===== config.mk =====
export PLATFORM = sky130hd
export DESIGN_NAME = fer_erase_seq
export DESIGN_NICKNAME = d
export VERILOG_FILES = /design/src/rtl/fer_pkg.sv /design/src/rtl/fer_poll_timer.sv /design/src/rtl/fer_frame_engine.sv /design/src/rtl/fer_erase_seq.sv
export SDC_FILE = /design/constraint.sdc
export NUM_CORES = 1
export LEC_CHECK = 0
export CELL_PAD_IN_SITES_DETAIL_PLACEMENT = 1
export CELL_PAD_IN_SITES_GLOBAL_PLACEMENT = 1
export CORE_MARGIN = 1
export CORE_UTILIZATION = 39
export CTS_CLUSTER_SIZE = 30
export DETAILED_ROUTE_END_ITERATION = 10
export PLACE_DENSITY_LB_ADDON = 0.15
export RECOVER_POWER = 25
export SLEW_MARGIN = 20
export SYNTH_ARGS = -nofsm -noshare
export SYNTH_HDL_FRONTEND = slang
export SYNTH_SLANG_ARGS = --single-unit

===== constraint.sdc =====
create_clock -name clk -period 2.6 [get_ports clk]
set_clock_uncertainty 0.15 [all_clocks]
set_input_delay 0.39 -clock clk [delete_from_list [all_inputs] [get_ports clk]]
set_output_delay 0.39 -clock clk [all_outputs]
set_load 0.01 [all_outputs]

===== src/rtl/fer_pkg.sv =====
package fer_pkg;
    localparam int ADDR_BYTES = 3;
    localparam int ADDR_W     = 8 * ADDR_BYTES;

    localparam logic [7:0] OP_WREN  = 8'h06;
    localparam logic [7:0] OP_RDSR  = 8'h05;
    localparam logic [7:0] OP_DUMMY = 8'h00;

    typedef enum logic [1:0] {
        FRM_WREN = 2'd0,
        FRM_SECT = 2'd1,
        FRM_CHIP = 2'd2,
        FRM_STAT = 2'd3
    } frm_kind_e;
endpackage


===== src/rtl/fer_poll_timer.sv =====
module fer_poll_timer #(
    parameter int W = 16
) (
    input  logic         clk,
    input  logic         rst_n,
    input  logic         load_i,
    input  logic [W-1:0] val_i,
    output logic         expired_o
);
    typedef struct packed {
        logic [W-1:0] cnt;
    } tmr_s;

    tmr_s d, q;

    always_comb begin
        d = q;
        if (load_i) begin
            d.cnt = val_i;
        end else if (q.cnt != '0) begin
            d.cnt = q.cnt - W'(1);
        end
    end

    always_ff @(posedge clk or negedge rst_n) begin
        if (!rst_n) q <= '0;
        else        q <= d;
    end

    assign expired_o = (q.cnt == '0);

    // the interval starts from the requested gap
    p_reload_r6: assert property (@(posedge clk) disable iff (!rst_n)
        load_i |=> (q.cnt == $past(val_i)));

    // one step per cycle towards zero
    p_count_down_r6: assert property (@(posedge clk) disable iff (!rst_n)
        (!load_i && q.cnt != '0) |=> (q.cnt == $past(q.cnt) - W'(1)));
endmodule


===== src/rtl/fer_frame_engine.sv =====
module fer_frame_engine
    import fer_pkg::*;
#(
    parameter int GAP_W = 16,
    parameter int LIM_W = 14
) (
    input  logic              clk,
    input  logic              rst_n,
    input  logic              go_i,
    input  frm_kind_e         kind_i,
    input  logic [7:0]        op_i,
    input  logic [ADDR_W-1:0] addr_i,
    input  logic [LIM_W-1:0]  limit_i,
    input  logic [GAP_W-1:0]  gap_i,
    output logic              cs_o,
    output logic              req_o,
    output logic [7:0]        tx_o,
    input  logic              ack_i,
    input  logic [7:0]        rx_i,
    output logic              fin_o,
    output logic              fail_o
);
    typedef enum logic [1:0] {E_IDLE, E_SEND, E_WAIT} eng_st_e;

    typedef struct packed {
        eng_st_e            st;
        frm_kind_e          kind;
        logic [7:0]         op;
        logic [ADDR_W-1:0]  addr;
        logic [LIM_W-1:0]   limit;
        logic [LIM_W-1:0]   busy;
        logic [1:0]         idx;
        logic               cs;
        logic               req;
        logic               fin;
        logic               fail;
    } eng_s;

    eng_s d, q;
    logic [7:0] tx_byte;
    logic       last_byte;
    logic       tmr_load;
    logic       tmr_expired;
    logic       unused_status_bits;

    assign unused_status_bits = ^rx_i[7:1];

    // byte selection for the current position in the frame
    always_comb begin
        tx_byte   = OP_DUMMY;
        last_byte = 1'b0;
        case (q.kind)
            FRM_WREN: begin
                tx_byte   = OP_WREN;
                last_byte = 1'b1;
            end
            FRM_CHIP: begin
                tx_byte   = q.op;
                last_byte = 1'b1;
            end
            FRM_SECT: begin
                if (q.idx == 2'd0) tx_byte = q.op;
                else tx_byte = 8'(q.addr >> (8 * (ADDR_BYTES - int'(q.idx))));
                last_byte = (int'(q.idx) == ADDR_BYTES);
            end
            default: begin
                tx_byte   = (q.idx == 2'd0) ? OP_RDSR : OP_DUMMY;
                last_byte = 1'b0;
            end
        endcase
    end

    always_comb begin
        d        = q;
        d.fin    = 1'b0;
        d.fail   = 1'b0;
        tmr_load = 1'b0;
        case (q.st)
            E_IDLE: begin
                if (go_i) begin
                    d.st    = E_SEND;
                    d.kind  = kind_i;
                    d.op    = op_i;
                    d.addr  = addr_i;
                    d.limit = limit_i;
                    d.busy  = '0;
                    d.idx   = 2'd0;
                    d.cs    = 1'b1;
                    d.req   = 1'b1;
                end
            end
            E_SEND: begin
                if (!q.req) begin
                    d.req = 1'b1;
                end else if (ack_i) begin
                    d.req = 1'b0;
                    if (q.kind == FRM_STAT && q.idx != 2'd0) begin
                        if (!rx_i[0]) begin
                            d.st  = E_IDLE;
                            d.cs  = 1'b0;
                            d.fin = 1'b1;
                        end else if ((q.busy + LIM_W'(1)) == q.limit) begin
                            d.st   = E_IDLE;
                            d.cs   = 1'b0;
                            d.fin  = 1'b1;
                            d.fail = 1'b1;
                        end else begin
                            d.busy   = q.busy + LIM_W'(1);
                            d.st     = E_WAIT;
                            tmr_load = 1'b1;
                        end
                    end else if (last_byte) begin
                        d.st  = E_IDLE;
                        d.cs  = 1'b0;
                        d.fin = 1'b1;
                    end else begin
                        d.idx = q.idx + 2'd1;
                    end
                end
            end
            E_WAIT: begin
                if (tmr_expired) begin
                    d.st  = E_SEND;
                    d.req = 1'b1;
                end
            end
            default: d.st = E_IDLE;
        endcase
    end

    always_ff @(posedge clk or negedge rst_n) begin
        if (!rst_n) q <= '0;
        else        q <= d;
    end

    fer_poll_timer #(.W(GAP_W)) gap_tmr_i (
        .clk       (clk),
        .rst_n     (rst_n),
        .load_i    (tmr_load),
        .val_i     (gap_i),
        .expired_o (tmr_expired)
    );

    assign cs_o   = q.cs;
    assign req_o  = q.req;
    assign tx_o   = tx_byte;
    assign fin_o  = q.fin;
    assign fail_o = q.fail;

    // bytes move only inside an open frame
    p_req_in_frame_r5: assert property (@(posedge clk) disable iff (!rst_n)
        req_o |-> cs_o);

    // a waiting byte and its request hold until acknowledged
    p_tx_hold_r3: assert property (@(posedge clk) disable iff (!rst_n)
        (req_o && !ack_i) |=> (req_o && $stable(tx_o)));

    // the busy count never reaches the budget inside a frame
    p_busy_bound_r7: assert property (@(posedge clk) disable iff (!rst_n)
        (q.st != E_IDLE && q.kind == FRM_STAT) |-> (q.busy < q.limit));

    // a timeout closes the frame in the same step
    p_fail_closes_r7: assert property (@(posedge clk) disable iff (!rst_n)
        fail_o |-> (fin_o && !cs_o));
endmodule


===== src/rtl/fer_erase_seq.sv =====
module fer_erase_seq
    import fer_pkg::*;
#(
    parameter int         NUM_SECTORS     = 1024,
    parameter int         SECTOR_BYTES    = 4096,
    parameter logic [7:0] SECT_OP         = 8'h20,
    parameter logic [7:0] CHIP_OP         = 8'hC7,
    parameter int         SECT_POLL_LIMIT = 1000,
    parameter int         CHIP_POLL_LIMIT = 10000,
    parameter int         GAP_W           = 16,
    localparam int        IDX_W           = $clog2(NUM_SECTORS) + 1
) (
    input  logic             clk,
    input  logic             rst_n,
    input  logic             start_i,
    input  logic             whole_i,
    input  logic [IDX_W-1:0] first_i,
    input  logic [IDX_W-1:0] last_i,
    input  logic [GAP_W-1:0] poll_gap_i,
    output logic             spi_cs_o,
    output logic             spi_req_o,
    output logic [7:0]       spi_tx_o,
    input  logic             spi_ack_i,
    input  logic [7:0]       spi_rx_i,
    output logic             done_o,
    output logic             err_o
);
    localparam int   LIM_MAX  = (CHIP_POLL_LIMIT > SECT_POLL_LIMIT) ? CHIP_POLL_LIMIT : SECT_POLL_LIMIT;
    localparam int   LIM_W    = $clog2(LIM_MAX + 1);
    localparam logic CHIP_DIF = (CHIP_OP != SECT_OP);
    localparam logic [IDX_W-1:0] LAST_IDX = IDX_W'(NUM_SECTORS - 1);

    typedef enum logic [1:0] {T_IDLE, T_WREN, T_ERASE, T_POLL} top_st_e;

    typedef struct packed {
        top_st_e          st;
        logic             go;
        logic             chip;
        logic [IDX_W-1:0] cur;
        logic [IDX_W-1:0] last;
        logic             done;
        logic             err;
    } top_s;

    top_s d, q;

    logic              bad_range;
    logic [IDX_W-1:0]  eff_first;
    logic [IDX_W-1:0]  eff_last;
    frm_kind_e         f_kind;
    logic [7:0]        f_op;
    logic [ADDR_W-1:0] f_addr;
    logic [LIM_W-1:0]  f_limit;
    logic              f_fin;
    logic              f_fail;

    assign bad_range = !whole_i && ((last_i < first_i) || (last_i > LAST_IDX));
    assign eff_first = whole_i ? '0 : first_i;
    assign eff_last  = whole_i ? LAST_IDX : last_i;

    // frame descriptor for the engine
    always_comb begin
        case (q.st)
            T_WREN:  f_kind = FRM_WREN;
            T_ERASE: f_kind = q.chip ? FRM_CHIP : FRM_SECT;
            default: f_kind = FRM_STAT;
        endcase
        f_op    = q.chip ? CHIP_OP : SECT_OP;
        f_addr  = ADDR_W'(32'(q.cur) * 32'(SECTOR_BYTES));
        f_limit = q.chip ? LIM_W'(CHIP_POLL_LIMIT) : LIM_W'(SECT_POLL_LIMIT);
    end

    always_comb begin
        d      = q;
        d.go   = 1'b0;
        d.done = 1'b0;
        d.err  = 1'b0;
        case (q.st)
            T_IDLE: begin
                if (start_i) begin
                    if (bad_range) begin
                        d.done = 1'b1;
                        d.err  = 1'b1;
                    end else begin
                        d.chip = CHIP_DIF && (eff_first == '0) && (eff_last == LAST_IDX);
                        d.cur  = eff_first;
                        d.last = eff_last;
                        d.st   = T_WREN;
                        d.go   = 1'b1;
                    end
                end
            end
            T_WREN: begin
                if (f_fin) begin
                    d.st = T_ERASE;
                    d.go = 1'b1;
                end
            end
            T_ERASE: begin
                if (f_fin) begin
                    d.st = T_POLL;
                    d.go = 1'b1;
                end
            end
            T_POLL: begin
                if (f_fin) begin
                    if (f_fail) begin
                        if (q.chip) begin
                            d.chip = 1'b0;
                            d.cur  = '0;
                            d.st   = T_WREN;
                            d.go   = 1'b1;
                        end else begin
                            d.st   = T_IDLE;
                            d.done = 1'b1;
                            d.err  = 1'b1;
                        end
                    end else if (q.chip || q.cur == q.last) begin
                        d.st   = T_IDLE;
                        d.done = 1'b1;
                    end else begin
                        d.cur = q.cur + IDX_W'(1);
                        d.st  = T_WREN;
                        d.go  = 1'b1;
                    end
                end
            end
            default: d.st = T_IDLE;
        endcase
    end

    always_ff @(posedge clk or negedge rst_n) begin
        if (!rst_n) q <= '0;
        else        q <= d;
    end

    fer_frame_engine #(.GAP_W(GAP_W), .LIM_W(LIM_W)) eng_i (
        .clk     (clk),
        .rst_n   (rst_n),
        .go_i    (q.go),
        .kind_i  (f_kind),
        .op_i    (f_op),
        .addr_i  (f_addr),
        .limit_i (f_limit),
        .gap_i   (poll_gap_i),
        .cs_o    (spi_cs_o),
        .req_o   (spi_req_o),
        .tx_o    (spi_tx_o),
        .ack_i   (spi_ack_i),
        .rx_i    (spi_rx_i),
        .fin_o   (f_fin),
        .fail_o  (f_fail)
    );

    assign done_o = q.done;
    assign err_o  = q.err;

    // completion is a single-cycle pulse
    p_done_pulse_r11: assert property (@(posedge clk) disable iff (!rst_n)
        done_o |=> !done_o);

    // error is only reported alongside completion
    p_err_with_done_r11: assert property (@(posedge clk) disable iff (!rst_n)
        err_o |-> done_o);

    // malformed ranges are refused on the next cycle
    p_reject_r10: assert property (@(posedge clk) disable iff (!rst_n)
        (q.st == T_IDLE && start_i && bad_range) |=> (done_o && err_o));

    // no frame is open while the sequencer is idle
    p_idle_quiet_r10: assert property (@(posedge clk) disable iff (!rst_n)
        (q.st == T_IDLE) |-> !spi_cs_o);

    // a request in progress keeps its range
    p_range_locked_r12: assert property (@(posedge clk) disable iff (!rst_n)
        (q.st != T_IDLE && !(q.st == T_POLL && f_fin)) |=> $stable(q.last));
endmodule


==> reports/results.tsv, run 1 <==
stage	metric	value	unit
status	status	finished with violations	
status	violations	setup timing	
grt	grt_max_degree	39	
die	floorplan.initialDensity	40.10	%
yosys	syn_nets	667	
timing	finalCriticalPeriod	2.700	ns
drt	wl_met2	9101	µm
worst_setup_path	cp_max_fo	8	
yosys	seq_area_frac_synth	38.49	%
cells_and_area	final_cells	901	
die	coreArea	0.01330	mm²
drt	m1WireLength	6937	µm
power_and_ir_drop	clkPwrFrac	44.0	%
placed_design	place_congestion	0.8732	
die	die-width	118.9	µm
grt	grt_antenna_before_repair	0	
yosys	synth_edf_count	0	
die	ioPinCount	63	
grt	first_global_vias	5440	
grt	grt-ovfl-total	0	
clock_tree	h-tree-depth	3	
die	num_rows	42	
drt	vias	5087	
worst_setup_path	rrSetupSlack	-0.10	ns
cells_and_area	n_antenna_cell	0	
timing	worst_slack	-0.1004	ns
clock_tree	path_clk_slew	0.06	ns
worst_setup_path	critical-path-top-delay-family	compound AO/OA/AOI/OAI gates	
worst_setup_path	critical_path_required	2.68	ns
yosys	ys.flop_type	dfrtp_1	
drt	firstDrtPassIters	4	
clock_tree	numCtsBuffers	9	
worst_setup_path	arrival	2.78	ns
drt	drt_iter0_markers	157	
drt	route.detailed.drc	0	
die	die_area	0.01414	mm²
power_and_ir_drop	switching_share	23.77	%
clock_tree	cts_tree	done	
timing	hold_violations	0	
worst_setup_path	cp_slowest_stage_delay	0.40	ns
timing	rsz0062_at_grt	true	
drt	wl_per_cell	18.90	µm
placed_design	dp_cells	869	
yosys	avgSynthCellArea	9.021	µm²
drt	dr.max_layer_used	met4	
placed_design	place_hpwl	12280	µm
yosys	ys_async_sr_fraction	100.0	%
power_and_ir_drop	p_sw	0.0006573	W
cells_and_area	drive_above_1_share	24.83	%
yosys	synth.distinct_cells	63	
drt	met3_length	432	µm
timing	worst_slew_pin_slew	1.145	ns
worst_setup_path	crit_chain	buf_4 > nand3_4 > buf_6 > a211oi_1 > o21ai_0 > a41o_1 > nand4_4 > nand2b_4 > nor2_4 > clkbuf_16 > mux2_4	
worst_setup_path	crit_type	register to register	
cells_and_area	layout_common_cells	buf_4, dfrtp_1, nor2_1, clkdlybuf4s50_1, a21oi_1	
die	chipHeight	118.9	µm
cells_and_area	nets	797	
clock_tree	cts_sinks	82	
timing	fmaxAchievable	0.3703	GHz
placed_design	dp_slack	-0.6831	ns
cells_and_area	areaGrowthSynthToFinish	35.93	%
drt	wl	17030	µm
timing	fin_crit_sh	103.9	%
run	cap_violations	0	
worst_setup_path	cp_slowest_cell	dfrtp_1	
timing	setup_viol	29	
worst_setup_path	critPathLaunchType	register	
worst_hold_path	holdCritPathClass	primary input to register	
power_and_ir_drop	power_leakage	3.375	nW
worst_setup_path	worst_setup_path_end_kind	register	
grt	grt_usage	24.72	%
clock_tree	cts_buffer_depth	2	
timing	maxSlewHeadroom	22.85	%
clock_tree	root_buffer	clkbuf_16	
power_and_ir_drop	p_int	0.002109	W
power_and_ir_drop	sequentialPowerShare	47.0	%
yosys	synth_area	0.005331	mm²
worst_setup_path	path_buf_inv	3	
cells_and_area	final_common_cell	buf_4	
clock_tree	clock_latency	0.35	ns
placed_design	port_buffers	55	
yosys	synth-seq-cells	82	
drt	viasPerCell	5.646	
power_and_ir_drop	p_per_area	381.7	mW/mm²
yosys	synthCells	591	
yosys	yosysWarnings	0	
grt	grt_pass1_wl	27390	µm
drt	ant_nets	0	
timing	whs	0.2942	ns
power_and_ir_drop	pwr-share-comb	9.0	%
power_and_ir_drop	vdd_drop_max	0.3761	mV
timing	slew_violations	0	
==> state kept, by name, summed over array words and instances (netlist names) <==
name / count
q: 26
err_o: 1
done_o: 1
eng_i.cs_o: 1
eng_i.fin_o: 1
eng_i.fail_o: 1
eng_i.gap_tmr_i.q: 16
eng_i.req_o: 1
eng_i.q: 34
==> worst paths after layout <==
path | from | to | depth (start not counted)
worst max-delay path | eng_i.q[6] | eng_i.gap_tmr_i.q[9] | 11
worst max register to register | eng_i.q[6] | eng_i.gap_tmr_i.q[9] | 11
min in group asynchronous | rst_n | eng_i.gap_tmr_i.q[13] | 2
worst min-delay path | last_i[8] | q[10] | 3
max in group asynchronous | rst_n | eng_i.q[66] | 3
worst min register to register | eng_i.q[52] | eng_i.q[52] | 1
==> cell families (layout without fill, tap and decap cells) <==
| group | count (synthesis) | count (layout) | share of synthesized area (%) |
|---|---|---|---|
| AOI/OAI and AO/OA | 146 | 146 | 17.27 |
| xor gates and xnor gates | 24 | 24 | 3.943 |
| adders and majority gates | 25 | 25 | 5.867 |
| buffers and inverters | 59 | 192 | 4.576 |
| DFF | 82 | 82 | 38.49 |
| muxes | 35 | 35 | 8.214 |
| and+or+nand+nor | 220 | 221 | 21.64 |
==> cells in the mapped netlist, types with 10 or more instances <==
library cell	instances	area (µm²)
dfrtp_1	82	2052
nor2_1	59	221.5
a21oi_1	42	210.2
nand2_1	36	135.1
o21ai_0	36	180.2
inv_1	28	105.1
nand3_1	26	130.1
ha_1	25	312.8
nor3_1	22	110.1
clkbuf_1	20	75.07
mux2_2	20	225.2
xor2_1	15	131.4
nand4_1	14	87.58
nand2b_1	12	75.07
mux2_4	10	150.1
==> worst register-to-register path, delay by kind of cell, from the launching register on <==
family	cells	cell delay, ns
buffers and inverters	3	0.54
DFF	1	0.40
muxes	1	0.30
and+or+nand+nor	4	0.54
AOI/OAI and AO/OA	3	0.64
==> area by class of cell <==
cell class	instances	area, µm²
inverter	28	105.1
multi-input combinational	451	3262
fill	1534	6048
timing repair buffer	149	1333
sequential	82	2054
tap	176	220.2
clock inverter	2	12.51
clock buffer	13	260.3
==> layer usage <==
layer  vias up  track usage, %
li1       2405               -
met1      2552           28.15
met2        93           45.47
met3        37           4.741
met4         0           9.256
met5         -               0
==> stage by stage <==
stage                     power (W)  utilization [%]  instance area, µm²  setup TNS [ns]
after CTS                  0.002789            52.56                6988          -1.563
after detailed placement   0.001553            49.69                6606          -17.55
after global routing       0.002861            54.51                7247          -5.755
after global placement     0.001547            49.69                6606          -15.15
final                      0.002766            54.51                7247          -1.976
after floorplan            0.001387                -                5371          -1.384
==> power by group through the flow <==
stage	combinational [W]	clock [W]	sequential [W]
global placement	0.000223	0	0.00132
CTS	0.000245	0.00124	0.00130
finish	0.000248	0.00122	0.00130
detailed placement	0.000230	0	0.00132
floorplan	0.0000671	0	0.00132
global route	0.000273	0.00129	0.00130
==> repair_timing <==
item | 4_1_cts | 5_1_grt
hold buffers | 1 | 0
hold endpoints to repair | 27 | 0
gates cloned | 1 | 2
resized for setup | 28 | 31
pin swaps | 1 | 16
buffers inserted | 4 | 10
endpoints found under the setup margin | 63 | 63
Note: power is estimated with default switching activity, not from simulation.
==> inputs of run 2 (changes only) <==
--- a/config.mk
+++ b/config.mk
@@ -8,7 +8,7 @@
 export CELL_PAD_IN_SITES_DETAIL_PLACEMENT = 1
 export CELL_PAD_IN_SITES_GLOBAL_PLACEMENT = 1
 export CORE_MARGIN = 1
-export CORE_UTILIZATION = 39
+export CORE_UTILIZATION = 47
 export CTS_CLUSTER_SIZE = 30
 export DETAILED_ROUTE_END_ITERATION = 10
 export PLACE_DENSITY_LB_ADDON = 0.15
==> constraint.sdc (replaced) <==
create_clock -name clk -period 3.5 [get_ports clk]
set_clock_uncertainty 0.15 [all_clocks]
set_input_delay 0.525 -clock clk [delete_from_list [all_inputs] [get_ports clk]]
set_output_delay 0.525 -clock clk [all_outputs]
set_load 0.01 [all_outputs]
==> run 2 against run 1 <==
  * The flow finishes with violations (capacitance limit, slew limit)
  * Final cell count decreased by 12%
  * Largest cell class unchanged
  * Global-route usage increased by 3.5 points
  * Worst setup slack gained 0.37 ns
==> reports/results.tsv, run 2 (synthesis gave the netlist of run 1 again) <==
stage	metric	value	unit
status	status	finished with violations	
status	violations	capacitance limit, slew limit	
die	floorplan.initialDensity	48.75	%
die	ioPinCount	63	
clock_tree	postCtsHoldBufs	0	
drt	viasPerCell	6.031	
die	num_rows	38	
cells_and_area	fillers	1272	
clock_tree	cts_sinks	82	
cells_and_area	largest_reg_flops	34	
grt	grt_max_degree	83	
clock_tree	clock_latency	0.35	ns
die	die-width	108.5	µm
worst_setup_path	critical_path_required	3.58	ns
placed_design	port_buffers	55	
power_and_ir_drop	clkPwrFrac	47.8	%
worst_setup_path	crit_type	register to register	
timing	fin_crit_sh	92.37	%
worst_setup_path	critPathLaunchType	register	
cells_and_area	final_common_cell	dfrtp_1	
placed_design	place_congestion	0.8739	
cells_and_area	areaGrowthSynthToFinish	20.49	%
cells_and_area	nets	726	
worst_setup_path	cp_slowest_stage_delay	0.53	ns
power_and_ir_drop	switching_share	22.24	%
drt	wl_per_cell	19.48	µm
drt	drt_iter0_markers	217	
die	die_area	0.01177	mm²
timing	hold_violations	0	
timing	slew_violations	83	
timing	finalCriticalPeriod	3.233	ns
run	cap_violations	1	
power_and_ir_drop	p_per_area	336.6	mW/mm²
power_and_ir_drop	vdd_drop_max	0.3130	mV
cells_and_area	layout_common_cells	dfrtp_1, nor2_1, clkdlybuf4s50_1, a21oi_1	
grt	grt_pass1_wl	25340	µm
clock_tree	cts_resized	0	
grt	grt_usage	28.26	%
clock_tree	h-tree-depth	3	
power_and_ir_drop	pwr-share-comb	7.5	%
clock_tree	root_buffer	clkbuf_16	
worst_setup_path	arrival	3.31	ns
worst_setup_path	cp_slowest_cell	or4_4	
clock_tree	postCtsSetupBuffers	0	
placed_design	dp_cells	779	
die	chipHeight	108.5	µm
clock_tree	path_clk_slew	0.06	ns
worst_setup_path	cp_max_fo	16	
grt	grt_antenna_before_repair	0	
timing	fmaxAchievable	0.3093	GHz
drt	wl	15470	µm
timing	maxSlewHeadroom	-40.18	%
timing	worst_slew_pin_slew	2.103	ns
cells_and_area	drive_above_1_share	12.23	%
power_and_ir_drop	power_leakage	2.921	nW
clock_tree	numCtsBuffers	9	
grt	first_global_vias	5087	
timing	rsz0062_at_grt	false	
drt	ant_nets	0	
cells_and_area	reg_top3	eng_i.q: 34 flops, q: 26 flops, eng_i.gap_tmr_i.q: 16 flops	
power_and_ir_drop	p_sw	0.0004808	W
clock_tree	cts_buffer_depth	2	
worst_hold_path	holdCritPathClass	register to register	
cells_and_area	final_cells	794	
cells_and_area	top_register	eng_i.q	
die	coreArea	0.01094	mm²
power_and_ir_drop	p_int	0.001681	W
clock_tree	cts_tree	done	
drt	route.detailed.drc	0	
grt	grt-ovfl-total	0	
worst_setup_path	worst_setup_path_end_kind	register	
worst_setup_path	crit_chain	ha_1 > nand2_1 > o31a_1 > or4_4 > mux2i_4 > nand4_4 > nand2b_4 > nor2_4 > mux2_4	
placed_design	place_hpwl	11020	µm
timing	setup_viol	0	
cells_and_area	n_antenna_cell	0	
power_and_ir_drop	sequentialPowerShare	44.7	%
drt	vias	4789	
timing	finalSetupTns	0	ns
drt	firstDrtPassIters	4	
[run 2: area by class of cell]
type | count | area [µm²] | share of cell area (%)
sequential | 82 | 2052 | 31.94
clock buffer | 11 | 242.7 | 3.779
clock inverter | 4 | 76.32 | 1.188
timing repair buffer | 79 | 725.7 | 11.30
inverter | 28 | 105.1 | 1.636
multi-input combinational | 450 | 3047 | 47.43
tap | 140 | 175.2 | 2.727
[run 2: final timing paths]
path,startpoint,endpoint,slack (ns),cells after the start
hold / removal,eng_i.q[53],eng_i.q[53],0.37,1
max in group asynchronous,rst_n,eng_i.q[9],1.32,1
setup / recovery,eng_i.q[6],eng_i.gap_tmr_i.q[14],0.27,9
hold reg to reg,eng_i.q[53],eng_i.q[53],0.37,1
min in group asynchronous,rst_n,eng_i.gap_tmr_i.q[2],0.61,1
setup reg to reg,eng_i.q[6],eng_i.gap_tmr_i.q[14],0.27,9
[run 2: worst max-delay path, delay by kind of cell (launching register included)]
kind	cells	cell delay (ns)
flops	1	0.48
fa+ha+maj	1	0.35
compound gates	1	0.31
mux	2	0.52
simple gates	5	1.28
[run 2: power by group through the flow]
stage,sequential (W),clock [W],combinational [W]
2_1_floorplan,0.000981,0,0.0000499
3_3_place_gp,0.000983,0,0.000154
3_5_place_dp,0.000984,0,0.000160
4_1_cts,0.000966,0.00105,0.000163
5_1_grt,0.000967,0.00109,0.000179
6_report,0.000966,0.00103,0.000162
[run 2: routing by layer]
layer / wire length [µm] / vias up / global-route usage, %
met1: 6429 / 2393 / 31.76
met4: 462 / 0 / 11.87
met5: 0 / - / 0
met3: 403 / 37 / 5.967
li1: - / 2266 / -
met2: 8171 / 93 / 51.36
[run 2: metrics by stage]
stage	worst slack, ns	total power [W]	cell area, µm²	utilization, %	hold slack, ns
2_1_floorplan	0.6197	0.001031	5331	-	0.07941
3_5_place_dp	0.03778	0.001144	6101	55.79	0.3518
5_1_grt	0.07143	0.002237	6424	58.74	0.3823
6_report	0.2671	0.002162	6424	58.74	0.3674
4_1_cts	0.2327	0.002181	6420	58.71	0.2623
3_3_place_gp	0.06884	0.001137	6101	55.79	0.3395
==> inputs of run 3 (changes only) <==
--- a/config.mk
+++ b/config.mk
@@ -11,6 +11,7 @@
 export CORE_UTILIZATION = 47
 export CTS_CLUSTER_SIZE = 30
 export DETAILED_ROUTE_END_ITERATION = 10
+export HOLD_SLACK_MARGIN = 0.06
 export PLACE_DENSITY_LB_ADDON = 0.15
 export RECOVER_POWER = 25
 export SLEW_MARGIN = 20
==> results of run 3 <==
Same layout as run 2: the final DEF is identical, and so are final timing and power.
